$ cat config.mk
export PLATFORM = sky130hd
export DESIGN_NAME = disp_byte_decoder
export DESIGN_NICKNAME = d
export VERILOG_FILES = /design/src/rtl/disp_dec_pkg.sv /design/src/rtl/disp_bit_shifter.sv /design/src/rtl/disp_cmd_engine.sv /design/src/rtl/disp_byte_decoder.sv
export SDC_FILE = /design/constraint.sdc
export NUM_CORES = 1
export LEC_CHECK = 0
export BUFFER_PORTS_ARGS = -buffer_cell sky130_fd_sc_hd__buf_4
export CAP_MARGIN = 15
export CORE_MARGIN = 10
export CORE_UTILIZATION = 55
export DETAILED_ROUTE_END_ITERATION = 12
export PLACE_DENSITY = 0.84
export SYNTH_ARGS = -nofsm -noshare
export SYNTH_HDL_FRONTEND = slang
export SYNTH_SLANG_ARGS = --single-unit
export TNS_END_PERCENT = 100
$ cat constraint.sdc
create_clock -name clk -period 4.8 [get_ports clk]
set_input_delay 0.72 -clock clk [delete_from_list [all_inputs] [get_ports clk]]
set_output_delay 0.72 -clock clk [all_outputs]
set_load 0.01 [all_outputs]
$ cat src/rtl/disp_dec_pkg.sv
package disp_dec_pkg;

   localparam logic [7:0] OP_COL_WIN   = 8'h15;
   localparam logic [7:0] OP_ROW_WIN   = 8'h75;
   localparam logic [7:0] OP_REMAP     = 8'hA0;
   localparam int         MAX_ARGS     = 8;
   localparam int         ARG_CNT_W    = $clog2(MAX_ARGS + 1);

   typedef struct packed {
      logic                 known;
      logic [ARG_CNT_W-1:0] nargs;
   } op_info_t;

   function automatic op_info_t op_lookup(input logic [7:0] op);
      op_info_t r;
      r.known = 1'b1;
      r.nargs = '0;
      case (op)
         OP_COL_WIN, OP_ROW_WIN:
            r.nargs = ARG_CNT_W'(2);
         OP_REMAP, 8'h81, 8'hA1, 8'hA2, 8'hA8, 8'hAD,
         8'hB1, 8'hB2, 8'hB3, 8'hBC, 8'hBE, 8'hBF:
            r.nargs = ARG_CNT_W'(1);
         8'hB8:
            r.nargs = ARG_CNT_W'(MAX_ARGS);
         8'h84, 8'h85, 8'h86, 8'hA4, 8'hA5, 8'hA6, 8'hA7,
         8'hAE, 8'hAF, 8'hE3, 8'hFF:
            r.nargs = '0;
         default:
            r.known = 1'b0;
      endcase
      return r;
   endfunction

endpackage

$ cat src/rtl/disp_bit_shifter.sv
module disp_bit_shifter #(
   parameter int BYTE_W = 8
) (
   input  logic              clk,
   input  logic              rst_n,
   input  logic              cs_i,
   input  logic              sdi_i,
   input  logic              dc_i,
   output logic              byte_vld_o,
   output logic [BYTE_W-1:0] byte_o,
   output logic              byte_dc_o
);
   localparam int CNT_W = $clog2(BYTE_W);
   localparam logic [CNT_W-1:0] LAST_BIT = CNT_W'(BYTE_W - 1);

   if (BYTE_W < 2) begin : g_bad_width
      $error("disp_bit_shifter: BYTE_W must be at least 2");
   end

   logic [CNT_W-1:0]  bit_cnt_q;
   logic [BYTE_W-2:0] shreg_q;

   always_ff @(posedge clk or negedge rst_n) begin
      if (!rst_n) begin
         bit_cnt_q  <= '0;
         shreg_q    <= '0;
         byte_vld_o <= 1'b0;
         byte_o     <= '0;
         byte_dc_o  <= 1'b0;
      end else begin
         byte_vld_o <= 1'b0;
         if (!cs_i) begin
            bit_cnt_q <= '0;
         end else if (bit_cnt_q == LAST_BIT) begin
            bit_cnt_q  <= '0;
            byte_o     <= {shreg_q, sdi_i};
            byte_dc_o  <= dc_i;
            byte_vld_o <= 1'b1;
         end else begin
            bit_cnt_q <= bit_cnt_q + 1'b1;
            shreg_q   <= {shreg_q[BYTE_W-3:0], sdi_i};
         end
      end
   end


   cs_drop_chk: assert property (@(posedge clk) disable iff (!rst_n)
      !cs_i |=> !byte_vld_o);


   single_strobe_chk: assert property (@(posedge clk) disable iff (!rst_n)
      byte_vld_o |=> !byte_vld_o);

endmodule

$ cat src/rtl/disp_cmd_engine.sv
module disp_cmd_engine
   import disp_dec_pkg::*;
#(
   parameter int COLS = 64,
   parameter int ROWS = 80,
   parameter int COL_W = $clog2(COLS),
   parameter int ROW_W = $clog2(ROWS)
) (
   input  logic             clk,
   input  logic             rst_n,
   input  logic             vld_i,
   input  logic [7:0]       byte_i,
   input  logic             dc_i,
   output logic [COL_W-1:0] col_start_o,
   output logic [COL_W-1:0] col_end_o,
   output logic [ROW_W-1:0] row_start_o,
   output logic [ROW_W-1:0] row_end_o,
   output logic [7:0]       remap_o,
   output logic             col_ld_o,
   output logic             row_ld_o,
   output logic             err_o
);
   if (COLS < 2 || COLS > 256 || ROWS < 2 || ROWS > 256) begin : g_bad_geom
      $error("disp_cmd_engine: COLS and ROWS must lie in 2..256");
   end

   function automatic logic [COL_W-1:0] col_wrap(input logic [7:0] b);
      return COL_W'(32'(b) % 32'(COLS));
   endfunction

   function automatic logic [ROW_W-1:0] row_wrap(input logic [7:0] b);
      return ROW_W'(32'(b) % 32'(ROWS));
   endfunction

   op_info_t             info;
   logic                 take_cmd;
   logic                 busy_q;
   logic [7:0]           op_q;
   logic [7:0]           arg0_q;
   logic [ARG_CNT_W-1:0] arg_cnt_q;
   logic [ARG_CNT_W-1:0] need_q;
   logic [7:0]           first_arg;
   logic                 last_arg;

   assign info      = op_lookup(byte_i);
   assign take_cmd  = vld_i && !dc_i;
   assign first_arg = (arg_cnt_q == '0) ? byte_i : arg0_q;
   assign last_arg  = (arg_cnt_q + 1'b1) == need_q;

   always_ff @(posedge clk or negedge rst_n) begin
      if (!rst_n) begin
         busy_q      <= 1'b0;
         op_q        <= '0;
         arg0_q      <= '0;
         arg_cnt_q   <= '0;
         need_q      <= '0;
         col_start_o <= '0;
         col_end_o   <= COL_W'(COLS - 1);
         row_start_o <= '0;
         row_end_o   <= ROW_W'(ROWS - 1);
         remap_o     <= '0;
         col_ld_o    <= 1'b0;
         row_ld_o    <= 1'b0;
         err_o       <= 1'b0;
      end else begin
         col_ld_o <= 1'b0;
         row_ld_o <= 1'b0;
         err_o    <= 1'b0;
         if (take_cmd) begin
            if (!busy_q) begin
               op_q <= byte_i;
               if (info.nargs == '0) begin
                  err_o <= !info.known;
               end else begin
                  busy_q    <= 1'b1;
                  need_q    <= info.nargs;
                  arg_cnt_q <= '0;
               end
            end else begin
               if (arg_cnt_q == '0) arg0_q <= byte_i;
               if (last_arg) begin
                  busy_q    <= 1'b0;
                  arg_cnt_q <= '0;
                  case (op_q)
                     OP_COL_WIN: begin
                        col_start_o <= col_wrap(first_arg);
                        col_end_o   <= col_wrap(byte_i);
                        col_ld_o    <= 1'b1;
                     end
                     OP_ROW_WIN: begin
                        row_start_o <= row_wrap(first_arg);
                        row_end_o   <= row_wrap(byte_i);
                        row_ld_o    <= 1'b1;
                     end
                     OP_REMAP: remap_o <= byte_i;
                     default: ;
                  endcase
               end else begin
                  arg_cnt_q <= arg_cnt_q + 1'b1;
               end
            end
         end
      end
   end


   err_src_chk: assert property (@(posedge clk) disable iff (!rst_n)
      err_o |-> $past(vld_i && !dc_i));


   col_src_chk: assert property (@(posedge clk) disable iff (!rst_n)
      col_ld_o |-> $past(vld_i && !dc_i));


   row_src_chk: assert property (@(posedge clk) disable iff (!rst_n)
      row_ld_o |-> $past(vld_i && !dc_i));


   remap_hold_chk: assert property (@(posedge clk) disable iff (!rst_n)
      !$past(vld_i) |-> $stable(remap_o));


   data_no_exec_chk: assert property (@(posedge clk) disable iff (!rst_n)
      $past(vld_i && dc_i) |-> !(col_ld_o || row_ld_o || err_o));

endmodule

$ cat src/rtl/disp_byte_decoder.sv
module disp_byte_decoder #(
   parameter int COLS    = 64,
   parameter int ROWS    = 80,
   parameter bit PIX_REG = 1'b0
) (
   input  logic       clk,
   input  logic       rst_n,
   input  logic       cs_i,
   input  logic       sdi_i,
   input  logic       dc_i,
   output logic       pix_valid_o,
   output logic [7:0] pix_data_o,
   output logic [5:0] col_start_o,
   output logic [5:0] col_end_o,
   output logic [6:0] row_start_o,
   output logic [6:0] row_end_o,
   output logic [7:0] remap_o,
   output logic       col_load_o,
   output logic       row_load_o,
   output logic       err_o
);
   localparam int COL_W = $clog2(COLS);
   localparam int ROW_W = $clog2(ROWS);

   if (COL_W != 6 || ROW_W != 7) begin : g_bad_ports
      $error("disp_byte_decoder: geometry must fit the 6-bit column and 7-bit row ports");
   end

   logic       byte_vld;
   logic [7:0] byte_val;
   logic       byte_dc;

   disp_bit_shifter #(.BYTE_W(8)) u_shift (
      .clk        (clk),
      .rst_n      (rst_n),
      .cs_i       (cs_i),
      .sdi_i      (sdi_i),
      .dc_i       (dc_i),
      .byte_vld_o (byte_vld),
      .byte_o     (byte_val),
      .byte_dc_o  (byte_dc)
   );

   disp_cmd_engine #(.COLS(COLS), .ROWS(ROWS)) u_engine (
      .clk         (clk),
      .rst_n       (rst_n),
      .vld_i       (byte_vld),
      .byte_i      (byte_val),
      .dc_i        (byte_dc),
      .col_start_o (col_start_o),
      .col_end_o   (col_end_o),
      .row_start_o (row_start_o),
      .row_end_o   (row_end_o),
      .remap_o     (remap_o),
      .col_ld_o    (col_load_o),
      .row_ld_o    (row_load_o),
      .err_o       (err_o)
   );

   if (PIX_REG) begin : g_pix_reg
      always_ff @(posedge clk or negedge rst_n) begin
         if (!rst_n) begin
            pix_valid_o <= 1'b0;
            pix_data_o  <= '0;
         end else begin
            pix_valid_o <= byte_vld && byte_dc;
            pix_data_o  <= byte_val;
         end
      end
   end else begin : g_pix_comb
      assign pix_valid_o = byte_vld && byte_dc;
      assign pix_data_o  = byte_val;
   end

endmodule

==> results.toml <==
[logic_synthesis]
synth_edf_count = 0
synthCells = 364
synth_cell_types = 65
synth_top_area_cell = "dfrtp_1"
synth_area_mm2 = 0.00404
netlist.area_leader.share_pct = 43.4
yosysSeqAreaShare_pct = 50.5
async_flop_share_pct = 100
synth-seq-cells = 81
synth_area_leaders = "dfrtp_1 43%, mux2_2 9.2%, dfstp_2 7.2%, nand2_1 3.6%, mux2_1 2.8%"
yosysWarnings = 0
synth_commonest_cells = "70 x dfrtp_1, 39 x nand2_1, 33 x mux2_2"
syn_nets = 377
syn_avg_cell_area_um2 = 11.1
synthFlopType = "dfrtp_1"
yosys.cell_count.top_type = "dfrtp_1"

[timing]
maxSlewHeadroom_pct = 33.7
worst_slew_pin_slew_ns = 0.995
fin_ws_ns = 1.23
finalSetupViolCount = 0
finalHoldViolCount = 0
fin_skew_ns = 0.0163
setup_tns_ns = 0
fmax_mhz = 280
fin_crit_ns = 3.57
slew_viol_final = 0
final.period_utilization_pct = 74.4
rsz0062_at_grt = "false"

[pwr]
irDropWorstVdd_mv = 0.272
p_leak_nw = 2.19
power.density_mw_per_mm2 = 315

[placement]
place_ws_ns = 1.21
dpl.hpwl_um = 6190
numPortBuffers = 50
place_congestion = 0.821

[cells_and_area]
diodes = 0
fillers = 569
drive_gt1_share_pct = 30.3
nNetsFinal = 421
syn_to_final_growth_pct = 15.1

[route]
drt_iter0_drc = 216
wl_per_cell_um = 17.1
vias_per_cell = 5.69
routed_wl_um = 8760
via_count = 2913
ant_nets = 0
drcViolationCount = 0
first_pass_iters = 4

[critical_path]
crit_path_top_delay_cell = "or3b_1"
cpPeakStageDelay_ns = 0.70
setup.worst_path.start = "u_engine.arg_cnt_q[0]$_DFFE_PN0P_"
end_kind = "register"
worstRegToRegCells = 12
cp.depth = 12
crit_fanout = 19
crit_buf_inv = 2
r2r_start = "u_engine.arg_cnt_q[0]$_DFFE_PN0P_"
critical_path.top_delay_family = "simple AND/OR/NAND/NOR gates"
arrival_ns = 3.82
r2r-end = "u_engine.row_start_o[5]$_DFFE_PN0P_"
crit_type = "reg2reg"
regToRegSetupSlack_ns = 1.23
crit_top_cell = "ha_1"
cp.required_ns = 5.05
cp-endpoint = "u_engine.row_start_o[5]$_DFFE_PN0P_"
startpoint_type = "register"
worstPathCellList = "inv_1 -> ha_1 -> or3b_1 -> mux2_2 -> ha_1 -> a211oi_4 -> inv_1 -> ha_1 -> and2b_1 -> a311oi_2 -> xnor2_1 -> mux2_2"

[clocking]
cts_root_buf = "clkbuf_8"
clkSlewWorstSetupHoldPaths_ns = 0.08
cts_buffers = 9
cts-htree-levels = 3
postCtsSetupRepairBufs = 0
clkLatencyLatePin_ns = 0.36
post_cts.resized_instances = 0
hold_buffers = 0
cts_tree = "yes"
cts_buffer_depth = 2
clock_sinks = 81

[run_status]
status = "finished clean"

[die]
io_pins = 51
die_w_um = 106
die_area_mm2 = 0.0112
fp.dieH_um = 106
initial_core_util_pct = 56.0
fp-row-count = 31
core_area_mm2 = 0.00721

[flow_run]
max-cap-violations = 0

[global_routing]
grt_pass1_wl_um = 14700
grt_pass1_vias = 2999
grt_max_degree = 82
antenna_found_initial = 0
overflow = 0
grt_usage_pct = 16.1

[worst_hold_path]
hold_path.class = "reg2reg"
-- layout by cell type, fill, tap and decap left out, types with 2 or more instances in the layout --
| cell type | Yosys | routed |
|---|---|---|
| nor2b_1 | 5 | 5 |
| and2b_1 | 2 | 2 |
| nor3_1 | 7 | 7 |
| dfrtp_1 | 70 | 70 |
| o211ai_1 | 2 | 2 |
| nor4b_1 | 3 | 3 |
| buf_4 | 1 | 51 |
| nand4_1 | 2 | 2 |
| or2_2 | 2 | 2 |
| xnor2_1 | 10 | 10 |
| or4_1 | 2 | 2 |
| nor2_1 | 18 | 18 |
| mux2_2 | 33 | 33 |
| a21oi_1 | 15 | 15 |
| nand2_1 | 39 | 39 |
| inv_1 | 18 | 18 |
| a31oi_1 | 2 | 2 |
| a22o_1 | 2 | 2 |
| clkinvlp_4 | 0 | 2 |
| ha_1 | 8 | 8 |
| o21ai_0 | 22 | 22 |
| nand2b_1 | 5 | 5 |
| dfstp_2 | 11 | 11 |
| mux2_1 | 10 | 10 |
| mux2i_1 | 9 | 9 |
| and2_1 | 3 | 3 |
| a2111oi_0 | 2 | 2 |
| o21a_1 | 2 | 2 |
| clkbuf_8 | 1 | 10 |
| nand3_1 | 9 | 9 |
| xor2_1 | 2 | 2 |
-- metrics by stage --
stage | instance area (um^2) | std cells | hold slack, ns | util (%) | total power [mW]
floorplan | 4040 | 364 | 0.409 | - | 0.899
global placement | 4440 | 496 | 0.424 | 61.6 | 0.955
detailed placement | 4440 | 496 | 0.449 | 61.6 | 0.965
CTS | 4650 | 512 | 0.464 | 64.4 | 1.47
global route | 4650 | 512 | 0.484 | 64.4 | 1.53
finish | 4650 | 512 | 0.460 | 64.4 | 1.46
-- report_power, final --
part	internal (mW)	switching, mW
clock network	0.257	0.253
registers	0.713	0.0557
logic	0.0844	0.0990
-- worst reg2reg max path, cell delays in order (launching register included) --
cell and delay (ns):
dfrtp_1 0.40, inv_1 0.08, ha_1 0.20, or3b_1 0.70
mux2_2 0.47, ha_1 0.25, a211oi_4 0.22, inv_1 0.07
ha_1 0.27, and2b_1 0.20, a311oi_2 0.26, xnor2_1 0.10
mux2_2 0.26
-- cells by family after synthesis --
group | count (synthesis) | share of synthesized area, %
and+or+nand+nor | 111 | 15.0
DFF | 81 | 50.5
AOI/OAI and AO/OA | 61 | 10.3
muxes | 53 | 14.6
buffers and inverters | 37 | 4.25
xor gates and xnor gates | 12 | 2.60
adders and majority gates | 9 | 2.73
-- how the worst min path moves through the flow --
stage	from	end	depth (start not counted)	slack [ns]
finish	u_shift.bit_cnt_q[0]$_DFF_PN0_	u_shift.bit_cnt_q[0]$_DFF_PN0_	1	0.46
global route	u_shift.bit_cnt_q[0]$_DFF_PN0_	u_shift.bit_cnt_q[0]$_DFF_PN0_	1	0.48
CTS	u_shift.bit_cnt_q[0]$_DFF_PN0_	u_shift.bit_cnt_q[0]$_DFF_PN0_	1	0.46
detailed placement	u_shift.bit_cnt_q[0]$_DFF_PN0_	u_shift.bit_cnt_q[0]$_DFF_PN0_	1	0.45
global placement	u_shift.bit_cnt_q[0]$_DFF_PN0_	u_shift.bit_cnt_q[0]$_DFF_PN0_	1	0.42
floorplan	u_shift.bit_cnt_q[0]$_DFF_PN0_	u_shift.bit_cnt_q[0]$_DFF_PN0_	1	0.41
-- metal layers --
metal / GRT usage, % / part of all wire [%] / up-vias
met5: 0 / 0 / -
met4: 5.80 / 1.1 / 0
met3: 4.87 / 6.0 / 8
met2: 26.7 / 51 / 72
met1: 19.2 / 41 / 1461
li1: - / - / 1372
-- flip-flops by register name, indices dropped and copies added (netlist names), 3 cells and up --
name,cells
u_engine.need_q,3
u_engine.col_end_o,6
u_shift.shreg_q,7
u_engine.remap_o,8
u_engine.row_start_o,7
u_shift.bit_cnt_q,3
u_engine.arg0_q,8
u_shift.byte_o,8
u_engine.col_start_o,6
u_engine.arg_cnt_q,4
u_engine.row_end_o,7
u_engine.op_q,8
-- area by class of cell --
class | count | area, um^2 | area share (%)
clock buffers | 11 | 141 | 3.04
clock inverters | 5 | 62.6 | 1.35
inverters | 19 | 71.3 | 1.53
multi-input cells | 246 | 1830 | 39.3
flip-flops and latches | 81 | 2040 | 43.9
well taps | 99 | 124 | 2.66
repair buffers | 51 | 383 | 8.24
No activity file was read; power rests on OpenSTA's default activity.
